===== src/rtl/divSqrtPkg.sv =====
package divSqrtPkg;

  localparam int NUM_SLOTS = 2;

  typedef enum logic {
    OP_DIV  = 1'b0,
    OP_SQRT = 1'b1
  } opKind_e;

  // strobes from the slot controller to one iteration engine
  typedef struct packed {
    logic load;    // capture operands, clear working state
    logic step;    // one radix-4 divide step or one root digit
    logic finish;  // copy working registers into the result registers
  } slotStrobe_t;

endpackage


===== src/rtl/divSqrtEngine.sv =====
module divSqrtEngine
  import divSqrtPkg::*;
#(
  parameter int DATA_W = 32,
  parameter int TAG_W  = 4
) (
  input  logic              clk,
  input  logic              rstN,
  input  slotStrobe_t       strobe,
  input  logic              inOp,
  input  logic [DATA_W-1:0] inA,
  input  logic [DATA_W-1:0] inB,
  input  logic [TAG_W-1:0]  inTag,
  output logic [DATA_W-1:0] resQuo,
  output logic [DATA_W-1:0] resRem,
  output logic [TAG_W-1:0]  resTag
);

  localparam int WIDE_W = DATA_W + 2;

  logic              isSqrtR;
  logic [TAG_W-1:0]  tagR;
  logic [DATA_W-1:0] remR;
  logic [DATA_W-1:0] quoR;
  logic [DATA_W-1:0] numR;
  logic [DATA_W-1:0] denR;
  logic [DATA_W-1:0] resQuoR;
  logic [DATA_W-1:0] resRemR;

  logic [WIDE_W-1:0] remShift;
  logic [WIDE_W-1:0] denX1;
  logic [WIDE_W-1:0] denX2;
  logic [WIDE_W-1:0] denX3;
  logic [WIDE_W-1:0] sqrtTrial;
  logic [WIDE_W-1:0] nextRem;
  logic [DATA_W-1:0] nextQuo;

  // one iteration: bring down two numerator bits, then subtract the
  // largest multiple that fits (divide) or the trial 4r+1 (root)
  always_comb begin
    remShift  = {remR, numR[DATA_W-1 -: 2]};
    denX1     = {2'b00, denR};
    denX2     = denX1 << 1;
    denX3     = denX1 + denX2;
    sqrtTrial = {quoR, 2'b01};
    if (isSqrtR) begin
      if (remShift >= sqrtTrial) begin
        nextRem = remShift - sqrtTrial;
        nextQuo = {quoR[DATA_W-2:0], 1'b1};
      end else begin
        nextRem = remShift;
        nextQuo = {quoR[DATA_W-2:0], 1'b0};
      end
    end else if (remShift >= denX3) begin
      nextRem = remShift - denX3;
      nextQuo = {quoR[DATA_W-3:0], 2'd3};
    end else if (remShift >= denX2) begin
      nextRem = remShift - denX2;
      nextQuo = {quoR[DATA_W-3:0], 2'd2};
    end else if (remShift >= denX1) begin
      nextRem = remShift - denX1;
      nextQuo = {quoR[DATA_W-3:0], 2'd1};
    end else begin
      nextRem = remShift;
      nextQuo = {quoR[DATA_W-3:0], 2'd0};
    end
  end

  always_ff @(posedge clk) begin
    if (!rstN) begin
      isSqrtR <= 1'b0;
      tagR    <= '0;
      remR    <= '0;
      quoR    <= '0;
      numR    <= '0;
      denR    <= '0;
      resQuoR <= '0;
      resRemR <= '0;
    end else begin
      if (strobe.load) begin
        isSqrtR <= inOp;
        tagR    <= inTag;
        numR    <= inA;
        denR    <= (inOp == OP_SQRT) ? '0 : inB;
        remR    <= '0;
        quoR    <= '0;
      end else if (strobe.step) begin
        remR <= nextRem[DATA_W-1:0];
        quoR <= nextQuo;
        numR <= numR << 2;
      end
      if (strobe.finish) begin
        resQuoR <= quoR;
        resRemR <= remR;
      end
    end
  end

  assign resQuo = resQuoR;
  assign resRem = resRemR;
  assign resTag = tagR;

  // the partial remainder never outgrows the data width
  p_rem_fits_r1: assert property (@(posedge clk) disable iff (!rstN)
    strobe.step |-> (nextRem[WIDE_W-1:DATA_W] == 2'b00));

  p_div_rem_r1: assert property (@(posedge clk) disable iff (!rstN)
    (strobe.finish && !isSqrtR && denR != '0) |=> (resRemR < denR));

  p_div_zero_r2: assert property (@(posedge clk) disable iff (!rstN)
    (strobe.finish && !isSqrtR && denR == '0) |=> (resQuoR == '1));

  p_sqrt_rem_r3: assert property (@(posedge clk) disable iff (!rstN)
    (strobe.finish && isSqrtR) |=>
      ((resQuoR >> (DATA_W/2)) == '0 && {1'b0, resRemR} <= {resQuoR, 1'b0}));

  p_tag_held_r9: assert property (@(posedge clk) disable iff (!rstN)
    !strobe.load |=> $stable(tagR));

endmodule


===== src/rtl/divSqrtCtrl.sv =====
module divSqrtCtrl
  import divSqrtPkg::*;
#(
  parameter int DATA_W    = 32,
  parameter int SQRT_PAD  = 5,
  localparam int SEL_W    = $clog2(NUM_SLOTS)
) (
  input  logic                          clk,
  input  logic                          rstN,
  input  logic                          issueValid,
  input  logic                          issueOp,
  output slotStrobe_t [NUM_SLOTS-1:0]   strobes,
  output logic                          issueReady,
  output logic                          doneValid,
  output logic [SEL_W-1:0]              doneSel
);

  localparam int STEPS    = DATA_W / 2;
  localparam int DIV_LAT  = STEPS + 2;
  localparam int SQRT_LAT = STEPS + 2 + SQRT_PAD;
  localparam int CNT_W    = $clog2(SQRT_LAT);

  logic [NUM_SLOTS-1:0] busyV;
  logic [NUM_SLOTS-1:0] doneV;
  logic [NUM_SLOTS-1:0] freeV;
  logic [NUM_SLOTS-1:0] grantV;
  logic [NUM_SLOTS-1:0] loadV;
  logic [NUM_SLOTS-1:0] reportV;
  logic                 accept;

  function automatic logic [CNT_W-1:0] startCnt(input logic isSqrt);
    return isSqrt ? CNT_W'(SQRT_LAT - 1) : CNT_W'(DIV_LAT - 1);
  endfunction

  function automatic logic [CNT_W-1:0] stepFloor(input logic isSqrt);
    return isSqrt ? CNT_W'(SQRT_LAT - STEPS) : CNT_W'(DIV_LAT - STEPS);
  endfunction

  assign freeV      = ~(busyV | doneV);
  assign issueReady = |freeV;
  assign accept     = issueValid && issueReady;
  assign loadV      = accept ? grantV : '0;
  assign doneValid  = |doneV;

  // lowest free slot takes the issue; lowest finished slot reports
  always_comb begin
    logic gotFree;
    logic gotDone;
    grantV  = '0;
    reportV = '0;
    doneSel = '0;
    gotFree = 1'b0;
    gotDone = 1'b0;
    for (int i = 0; i < NUM_SLOTS; i++) begin
      if (freeV[i] && !gotFree) begin
        grantV[i] = 1'b1;
        gotFree   = 1'b1;
      end
      if (doneV[i] && !gotDone) begin
        reportV[i] = 1'b1;
        doneSel    = SEL_W'(i);
        gotDone    = 1'b1;
      end
    end
  end

  for (genvar gi = 0; gi < NUM_SLOTS; gi++) begin : gSlot
    logic             busy;
    logic             done;
    logic             isSqrt;
    logic [CNT_W-1:0] cnt;
    logic [CNT_W:0]   age;

    always_ff @(posedge clk) begin
      if (!rstN) begin
        busy   <= 1'b0;
        done   <= 1'b0;
        isSqrt <= 1'b0;
        cnt    <= '0;
      end else begin
        if (loadV[gi]) begin
          busy   <= 1'b1;
          isSqrt <= issueOp;
          cnt    <= startCnt(issueOp);
        end else if (busy) begin
          if (cnt == '0) begin
            busy <= 1'b0;
            done <= 1'b1;
          end else begin
            cnt <= cnt - 1'b1;
          end
        end
        if (reportV[gi]) done <= 1'b0;
      end
    end

    assign busyV[gi]          = busy;
    assign doneV[gi]          = done;
    assign strobes[gi].load   = loadV[gi];
    assign strobes[gi].step   = busy && (cnt >= stepFloor(isSqrt));
    assign strobes[gi].finish = busy && (cnt == '0);

    // independent age count since the operation was taken
    always_ff @(posedge clk) begin
      if (!rstN)             age <= '0;
      else if (loadV[gi])    age <= '0;
      else if (busy)         age <= age + 1'b1;
    end

    p_latency_r4_r5: assert property (@(posedge clk) disable iff (!rstN)
      $rose(done) |-> (age == (isSqrt ? (CNT_W+1)'(SQRT_LAT) : (CNT_W+1)'(DIV_LAT))));
  end

  p_one_load_r7: assert property (@(posedge clk) disable iff (!rstN)
    $onehot0(loadV));

  p_full_blocks_r6: assert property (@(posedge clk) disable iff (!rstN)
    (&(busyV | doneV)) |-> !issueReady);

  p_report_hold_r8: assert property (@(posedge clk) disable iff (!rstN)
    (doneV[0] && doneV[1]) |=> (doneValid && doneV[1] && !doneV[0] && doneSel == SEL_W'(1)));

endmodule


===== src/rtl/divSqrtPair.sv =====
module divSqrtPair
  import divSqrtPkg::*;
#(
  parameter int DATA_W   = 32,
  parameter int TAG_W    = 4,
  parameter int SQRT_PAD = 5
) (
  input  logic              clk,
  input  logic              rstN,
  input  logic              issueValid,
  input  logic              issueOp,
  input  logic [DATA_W-1:0] issueA,
  input  logic [DATA_W-1:0] issueB,
  input  logic [TAG_W-1:0]  issueTag,
  output logic              issueReady,
  output logic              doneValid,
  output logic [TAG_W-1:0]  doneTag,
  output logic [DATA_W-1:0] doneQuo,
  output logic [DATA_W-1:0] doneRem
);

  localparam int SEL_W = $clog2(NUM_SLOTS);

  slotStrobe_t [NUM_SLOTS-1:0] strobes;
  logic [SEL_W-1:0]            doneSel;
  logic [DATA_W-1:0]           slotQuo [NUM_SLOTS];
  logic [DATA_W-1:0]           slotRem [NUM_SLOTS];
  logic [TAG_W-1:0]            slotTag [NUM_SLOTS];

  divSqrtCtrl #(
    .DATA_W   (DATA_W),
    .SQRT_PAD (SQRT_PAD)
  ) uCtrl (
    .clk        (clk),
    .rstN       (rstN),
    .issueValid (issueValid),
    .issueOp    (issueOp),
    .strobes    (strobes),
    .issueReady (issueReady),
    .doneValid  (doneValid),
    .doneSel    (doneSel)
  );

  for (genvar gi = 0; gi < NUM_SLOTS; gi++) begin : gEng
    divSqrtEngine #(
      .DATA_W (DATA_W),
      .TAG_W  (TAG_W)
    ) uEng (
      .clk    (clk),
      .rstN   (rstN),
      .strobe (strobes[gi]),
      .inOp   (issueOp),
      .inA    (issueA),
      .inB    (issueB),
      .inTag  (issueTag),
      .resQuo (slotQuo[gi]),
      .resRem (slotRem[gi]),
      .resTag (slotTag[gi])
    );
  end

  assign doneQuo = slotQuo[doneSel];
  assign doneRem = slotRem[doneSel];
  assign doneTag = slotTag[doneSel];

endmodule


===== config.mk =====
export PLATFORM = sky130hd
export DESIGN_NAME = divSqrtPair
export DESIGN_NICKNAME = d
export VERILOG_FILES = /design/src/rtl/divSqrtPkg.sv /design/src/rtl/divSqrtEngine.sv /design/src/rtl/divSqrtCtrl.sv /design/src/rtl/divSqrtPair.sv
export SDC_FILE = /design/constraint.sdc
export NUM_CORES = 2
export LEC_CHECK = 0
export BUFFER_PORTS_ARGS = -buffer_cell sky130_fd_sc_hd__buf_2
export CAP_MARGIN = 0
export CORE_MARGIN = 3
export CORE_UTILIZATION = 60
export DETAILED_ROUTE_END_ITERATION = 12
export PLACE_DENSITY = 0.78
export REMOVE_ABC_BUFFERS = 1
export SKIP_LAST_GASP = 1
export SLEW_MARGIN = 20
export SYNTH_ARGS = -nofsm -noshare
export SYNTH_HDL_FRONTEND = slang
export SYNTH_SLANG_ARGS = --single-unit

===== constraint.sdc =====
create_clock -name clk -period 6.6 [get_ports clk]
set_clock_uncertainty 0.2 [all_clocks]
set_input_delay 0.33 -clock clk [delete_from_list [all_inputs] [get_ports clk]]
set_output_delay 0.33 -clock clk [all_outputs]
set_load 0.1 [all_outputs]

* Yosys cells after proc, flatten, opt, wreduce, memory -nomap -nowiden
Cells that the tools add are included.
Storage, ports and cells: register bits after elaboration 408, bits of input ports 72, output and inout port bits 70
Operators by class: $add $sub $neg 12, $lt $le $gt $ge 11, eq/ne operators 2, multiplexer cells 54, bitwise logic cells 6, reductions and logical operators 25
Operators by type and width (count):
- 32-bit 2-to-1 mux | 23
- 32-bit subtractor | 8
- 34-bit greater-or-equal comparator | 4
- 32-bit by 33-bit adder with 34-bit output | 2
- 34-bit by 32-bit greater-or-equal comparator with 1-bit output | 2
- 34-bit by 33-bit greater-or-equal comparator with 1-bit output | 2
- 5-bit 2-to-1 mux | 6
- 1-bit 2-to-1 mux | 14
- 4-bit 2-to-1 mux | 3
- 2-bit OR reduction | 6
- 5-bit greater-or-equal comparator | 2
- 5-bit logical NOT | 2
- 2-bit 2-to-1 mux | 5
- 5-bit by 1-bit subtractor with 5-bit output, second input constant | 2
- 3-bit 2-to-1 mux | 3
- 2-bit nonzero test | 4
- 1-bit logical AND | 7
- 3-bit AND reduction | 2
- 2-bit by 1-bit != test with 1-bit output, second input constant | 2
- 2-bit AND reduction | 2
- 1-bit inverter | 3
- 2-bit greater-or-equal comparator, second input constant | 1
- 1-bit logical NOT | 2
- 1-bit inverter with 2-bit output | 1
- 2 further kinds | 2

* Logic depth before layout (Yosys ltp)
depth in word-level cells 9, mapped depth 25, mapped depth without buffers 23

* Hierarchy
A second synthesis with hierarchy kept.
Unflattened totals: cell total of the unflattened synthesis 4535, area, all modules 36010.8 um^2
Modules (own cells, without submodules):
- divSqrtEngine (gEng[1].uEng) | instances 1, cells each 2210, area each 17194.0 um^2, seq. area each 3943.8 um^2
- divSqrtEngine (gEng[0].uEng) | instances 1, cells each 2151, area each 17056.4 um^2, seq. area each 3943.8 um^2
- divSqrtPair | instances 1, cells each 76, area each 913.4 um^2, seq. area each 0.0 um^2
- divSqrtCtrl | instances 1, cells each 98, area each 847.1 um^2, seq. area each 320.3 um^2

* Least setup slack after synthesis
Ideal clock, no wire load.
path type register to register, from reg gEng[1].uEng.denR[1], to reg gEng[1].uEng.remR[31], data arrival time 5.238 ns, required time 6.267 ns, path slack 1.029 ns, stages on the path, launching flop included 24, buffers on the path 0, cells stage by stage dfxtp_1 -> ha_1 -> fa_1 -> a211oi_1 -> o21bai_1 -> a21oi_1 -> o21ai_0 -> o211ai_1 -> a21boi_1 -> o21a_1 -> o41a_1 -> a211o_1 -> xor2_1 -> ha_1 -> a21o_1 -> a21o_1 -> a21oi_1 -> nand3_1 -> a2111oi_4 -> nor3_2 -> and4b_1 -> a221o_1 -> o31ai_1 -> nand3_1
On the way: cells in the longest elaborated chain, start to end 5, elaborated cells on any way between the ends 11, classes of those cells 4 x add/sub; 3 x order compare; 4 x mux
RTL lines:
- start: declaration | line divSqrtEngine.sv:26 | logic [DATA_W-1:0] denR;
- start signal: assignment | line divSqrtEngine.sv:84 | denR <= (inOp == OP_SQRT) ? '0 : inB;
- parallel branches: the longest is 3 deep, another holds 32-bit by 33-bit adder with 34-bit output
- 32-bit 2-to-1 mux (*) | line divSqrtEngine.sv:54 | end else if (remShift >= denX3) begin
- 32-bit 2-to-1 mux (*) | line divSqrtEngine.sv:46 | if (isSqrtR) begin
- end signal: assignment | line divSqrtEngine.sv:88 | remR <= nextRem[DATA_W-1:0];
- end: declaration | line divSqrtEngine.sv:23 | logic [DATA_W-1:0] remR;
Every way passes the cells marked *. A chain may end at the register's enable or synchronous reset.

* Worst setup path in the final report
from reg gEng[1].uEng.denR[0], to reg gEng[1].uEng.remR[31]
The elaborated chain is that of the path after synthesis.

==> metrics <==
outcome=finished clean; startpoint type of the worst setup path=flip-flop; Worst R2R End=gEng[1].uEng.remR[31]$_SDFFE_PP0P_; worst setup path category=flip-flop to flip-flop; Leakage=16.39 nW; Max Root-Sink Buffers=3; share of final-layout standard cells stronger than drive strength 1=approximately 9.0%; die outline width=251.4 um; worst hold path type=input pin to flip-flop; Avg Cell Area, Syn=7.458 sq um; global placer's final weighted congestion=1.019; final count of pins violating max slew=0; CTS sink cnt=between 400 and 500; sum of overflow across all layers after global routing=0; share of the cycle needed by the critical path after routing=94.56%; via/cell ratio=6.601; Post-Route Utilization=66.77%; largest net degree at the start of global routing=104; Core Region=59240 sq um; CTS clock-pin slew for the worst setup and hold paths=~70 ps; required time of the critical path=~6900 ps; pre-CTS setup slack=160.3 ps; total wire length=125300 um; number of maximum-capacitance constraint violations=0; top_reg_cell synth=sky130_fd_sc_hd__dfxtp_1; DRC violations left=0; starting utilization of the core area=60.98%; startpoint of the worst setup timing path=gEng[1].uEng.denR[0]$_SDFFE_PN0P_; Top-Level Pins=between 100 and 150; count of buffers inserted at the top-level ports=141; Nets=5318; Area Growth Syn to Fin=9.482%; first-pass detailed-route iteration total=8; startpoint of the lowest-slack register-to-register path=gEng[1].uEng.denR[0]$_SDFFE_PN0P_; Highest Clock Rate=0.1602 GHz; source-to-sink clock delay at the later pin of the worst-skew pair=610 ps; number of storage elements in the synthesis netlist=408; power density over cell area=between 300 and 400 nW/um^2; peak fanout along the critical path=5; vertical die dimension=251.4 um; average wire per cell in the routed design=21.92 um; worst setup slack after layout=359.0 ps; half-perimeter wire length after detailed placement=about 94000 um; clock tree from TritonCTS=done; count of cell types in the netlist=~100; fin area=39550 sq um; most frequently used cell type in the post-synthesis netlist=sky130_fd_sc_hd__nand2_1; Placed Instance Area=37290 sq um; data arrival at the endpoint of the critical path=6510 ps; register area share after synthesis=22.61%; vias in the first global route=33940; cell type with the highest aggregate area in the netlist=sky130_fd_sc_hd__dfxtp_1; final cell count without fillers=5713; timing endpoint of the critical path=gEng[1].uEng.remR[31]$_SDFFE_PP0P_; floorplan row count=89; H-tree level count=2; cell types with the highest counts after synthesis=822 x sky130_fd_sc_hd__nand2_1, 532 x sky130_fd_sc_hd__a21oi_1, 408 x sky130_fd_sc_hd__dfxtp_1, 334 x sky130_fd_sc_hd__ha_1, 327 x sky130_fd_sc_hd__nor2_1; worst max-slew margin expressed relative to the limit=23.86%; netlist area before placement=36130 sq um; total via count after detailed routing=37710; ANT nets after route=0; share of flip-flops with an asynchronous set or reset=0%; total CTS buffers=44; count of cells along the worst register-to-register path=24; slew at the pin closest to its max-slew limit=roughly 1100 ps; global-route wire length before repair=191800 um; number of failing hold endpoints at the final stage=0; clock period minus final worst setup slack=6241 ps; Hold Slack=35.79 ps; top cell type's share of synthesized area=22.61%; clock tree root driver cell=sky130_fd_sc_hd__clkbuf_16; total setup violations reported at the end of the flow=0; final antenna diode count=0; global routing usage summed across all routing layers=between 30% and 40%; Die Outline Area=63190 sq um; number of design-rule violations left by the first detailed-router iteration=4374; top cells by area in the synthesized netlist=sky130_fd_sc_hd__dfxtp_1 23%, sky130_fd_sc_hd__ha_1 12%, sky130_fd_sc_hd__nand2_1 8.5%, sky130_fd_sc_hd__a21oi_1 7.4%, sky130_fd_sc_hd__xnor2_1 3.7%; count of mapped cells out of synthesis=4844; Critical Path End Type=flip-flop; initial antenna violation count=0; count of warnings emitted by yosys=0; Post-synth EDFFs=0; # placed instances=5573; r2r setup slk=360 ps; worst vdd rail ir drop=0.2201 mV
## metrics by stage
stage               total power [mW]  TNS [ps]
floorplan                      9.139    -60980
CTS                            14.61         0
detailed placement             11.71         0
finish                         15.06         0
global route                   15.80    -12.56
global placement               11.66         0
## worst min path at each step
stage	start	endpoint	slack, ps	cells after the start
finish	issueB[7]	gEng[1].uEng.denR[7]$_SDFFE_PN0P_	40	4
global route	issueB[7]	gEng[1].uEng.denR[7]$_SDFFE_PN0P_	40	4
global placement	gEng[1].uEng.resQuo[13]$_SDFFE_PN0P_	gEng[1].uEng.resQuo[13]$_SDFFE_PN0P_	240	2
CTS	issueB[7]	gEng[1].uEng.denR[7]$_SDFFE_PN0P_	10	4
detailed placement	gEng[1].uEng.resQuo[24]$_SDFFE_PN0P_	gEng[1].uEng.resQuo[24]$_SDFFE_PN0P_	240	2
floorplan	gEng[1].uEng.resQuo[0]$_SDFFE_PN0P_	gEng[1].uEng.resQuo[0]$_SDFFE_PN0P_	230	2
## power by group
group	switching (mW)	internal [mW]	total, mW
registers	0.221	2.59	2.82
logic	5.89	3.51	9.41
clock network	1.15	1.69	2.84
total	7.27	7.80	15.1
## cells in the final DEF (no fill, tap or decap), drive strengths merged, types with 20 or more instances in the layout
master and count:
dlygate4sd3 54, dfxtp 408, buf 197, nor2b 66
nand3 89, a21o 139, a21oi 536, o21ai 218
o31ai 29, nand4 43, a31oi 50, a2111oi 21
a32o 20, nand2 822, nand2b 51, ha 334
inv 221, o211ai 68, o21a 38, and3 39
nor4 22, clkbuf 58, o21bai 42, xor2 95
mux2i 84, and2 27, or3 32, a311oi 72
mux2 79, xnor2 151, a211oi 116, nor2 331
nor3 71, a221oi 20
## logic make-up after synthesis
kind of cell | synth area share [%]
mux | 4.790
xor+xnor | 5.964
simple gates | 20.62
fa+ha+maj | 12.01
compound gates | 28.98
flops | 22.61
buf+inv | 5.029
## layout make-up
cell class / instances / area [sq um]
multi-input cells: 3979 / 26240
fillers: 5260 / 19690
flip-flops and latches: 408 / 8173
repair buffers: 252 / 1687
clock buffers: 57 / 1271
well taps: 773 / 967.2
inverters: 219 / 829.5
clock inverters: 25 / 387.9
## timing repair
action                     4_1_cts  5_1_grt
hold buffers                    54        0
setup buffers                    0        4
setup endpoints to repair        0       22
hold endpoints to repair        98        0
gates resized for setup          0        6
## worst max-delay path, stage by stage (launching register included)
cell	delay, ps
sky130_fd_sc_hd__dfxtp_1	340
sky130_fd_sc_hd__ha_1	240
sky130_fd_sc_hd__fa_1	430
sky130_fd_sc_hd__a211oi_1	270
sky130_fd_sc_hd__o21bai_1	150
sky130_fd_sc_hd__a21oi_2	270
sky130_fd_sc_hd__o21ai_0	260
sky130_fd_sc_hd__o211ai_1	290
sky130_fd_sc_hd__a21boi_1	120
sky130_fd_sc_hd__o21a_1	200
sky130_fd_sc_hd__o41a_1	340
sky130_fd_sc_hd__a211o_1	300
sky130_fd_sc_hd__xor2_1	150
sky130_fd_sc_hd__ha_1	340
sky130_fd_sc_hd__a21o_1	210
sky130_fd_sc_hd__a21o_1	170
sky130_fd_sc_hd__a21oi_1	230
sky130_fd_sc_hd__nand3_1	160
sky130_fd_sc_hd__a2111oi_4	290
sky130_fd_sc_hd__buf_4	210
sky130_fd_sc_hd__nor3_2	80
sky130_fd_sc_hd__and4b_1	230
sky130_fd_sc_hd__a221o_1	300
sky130_fd_sc_hd__o31ai_1	200
sky130_fd_sc_hd__nand3_1	90
## state kept, by name (all words and copies together) (netlist names)
name                flops
uCtrl.gSlot.busy        2
uCtrl.gSlot.isSqrt      2
gEng.uEng.denR         64
gEng.uEng.resQuo       64
uCtrl.gSlot.cnt        10
gEng.uEng.quoR         64
gEng.uEng.numR         64
uCtrl.gSlot.done        2
gEng.uEng.remR         64
gEng.uEng.resRem       64
gEng.uEng.resTag        8
## routing by layer
layer / track usage [%] / wire length (um) / part of all wire, %
met3: 6.745 / 13740 / 11
met1: 54.98 / 54980 / 44
met2: 55.31 / 51350 / 41
met5: 0 / 0 / 0
met4: 14.39 / 5183 / 4.1
No activity file was read; power rests on OpenSTA's default activity.
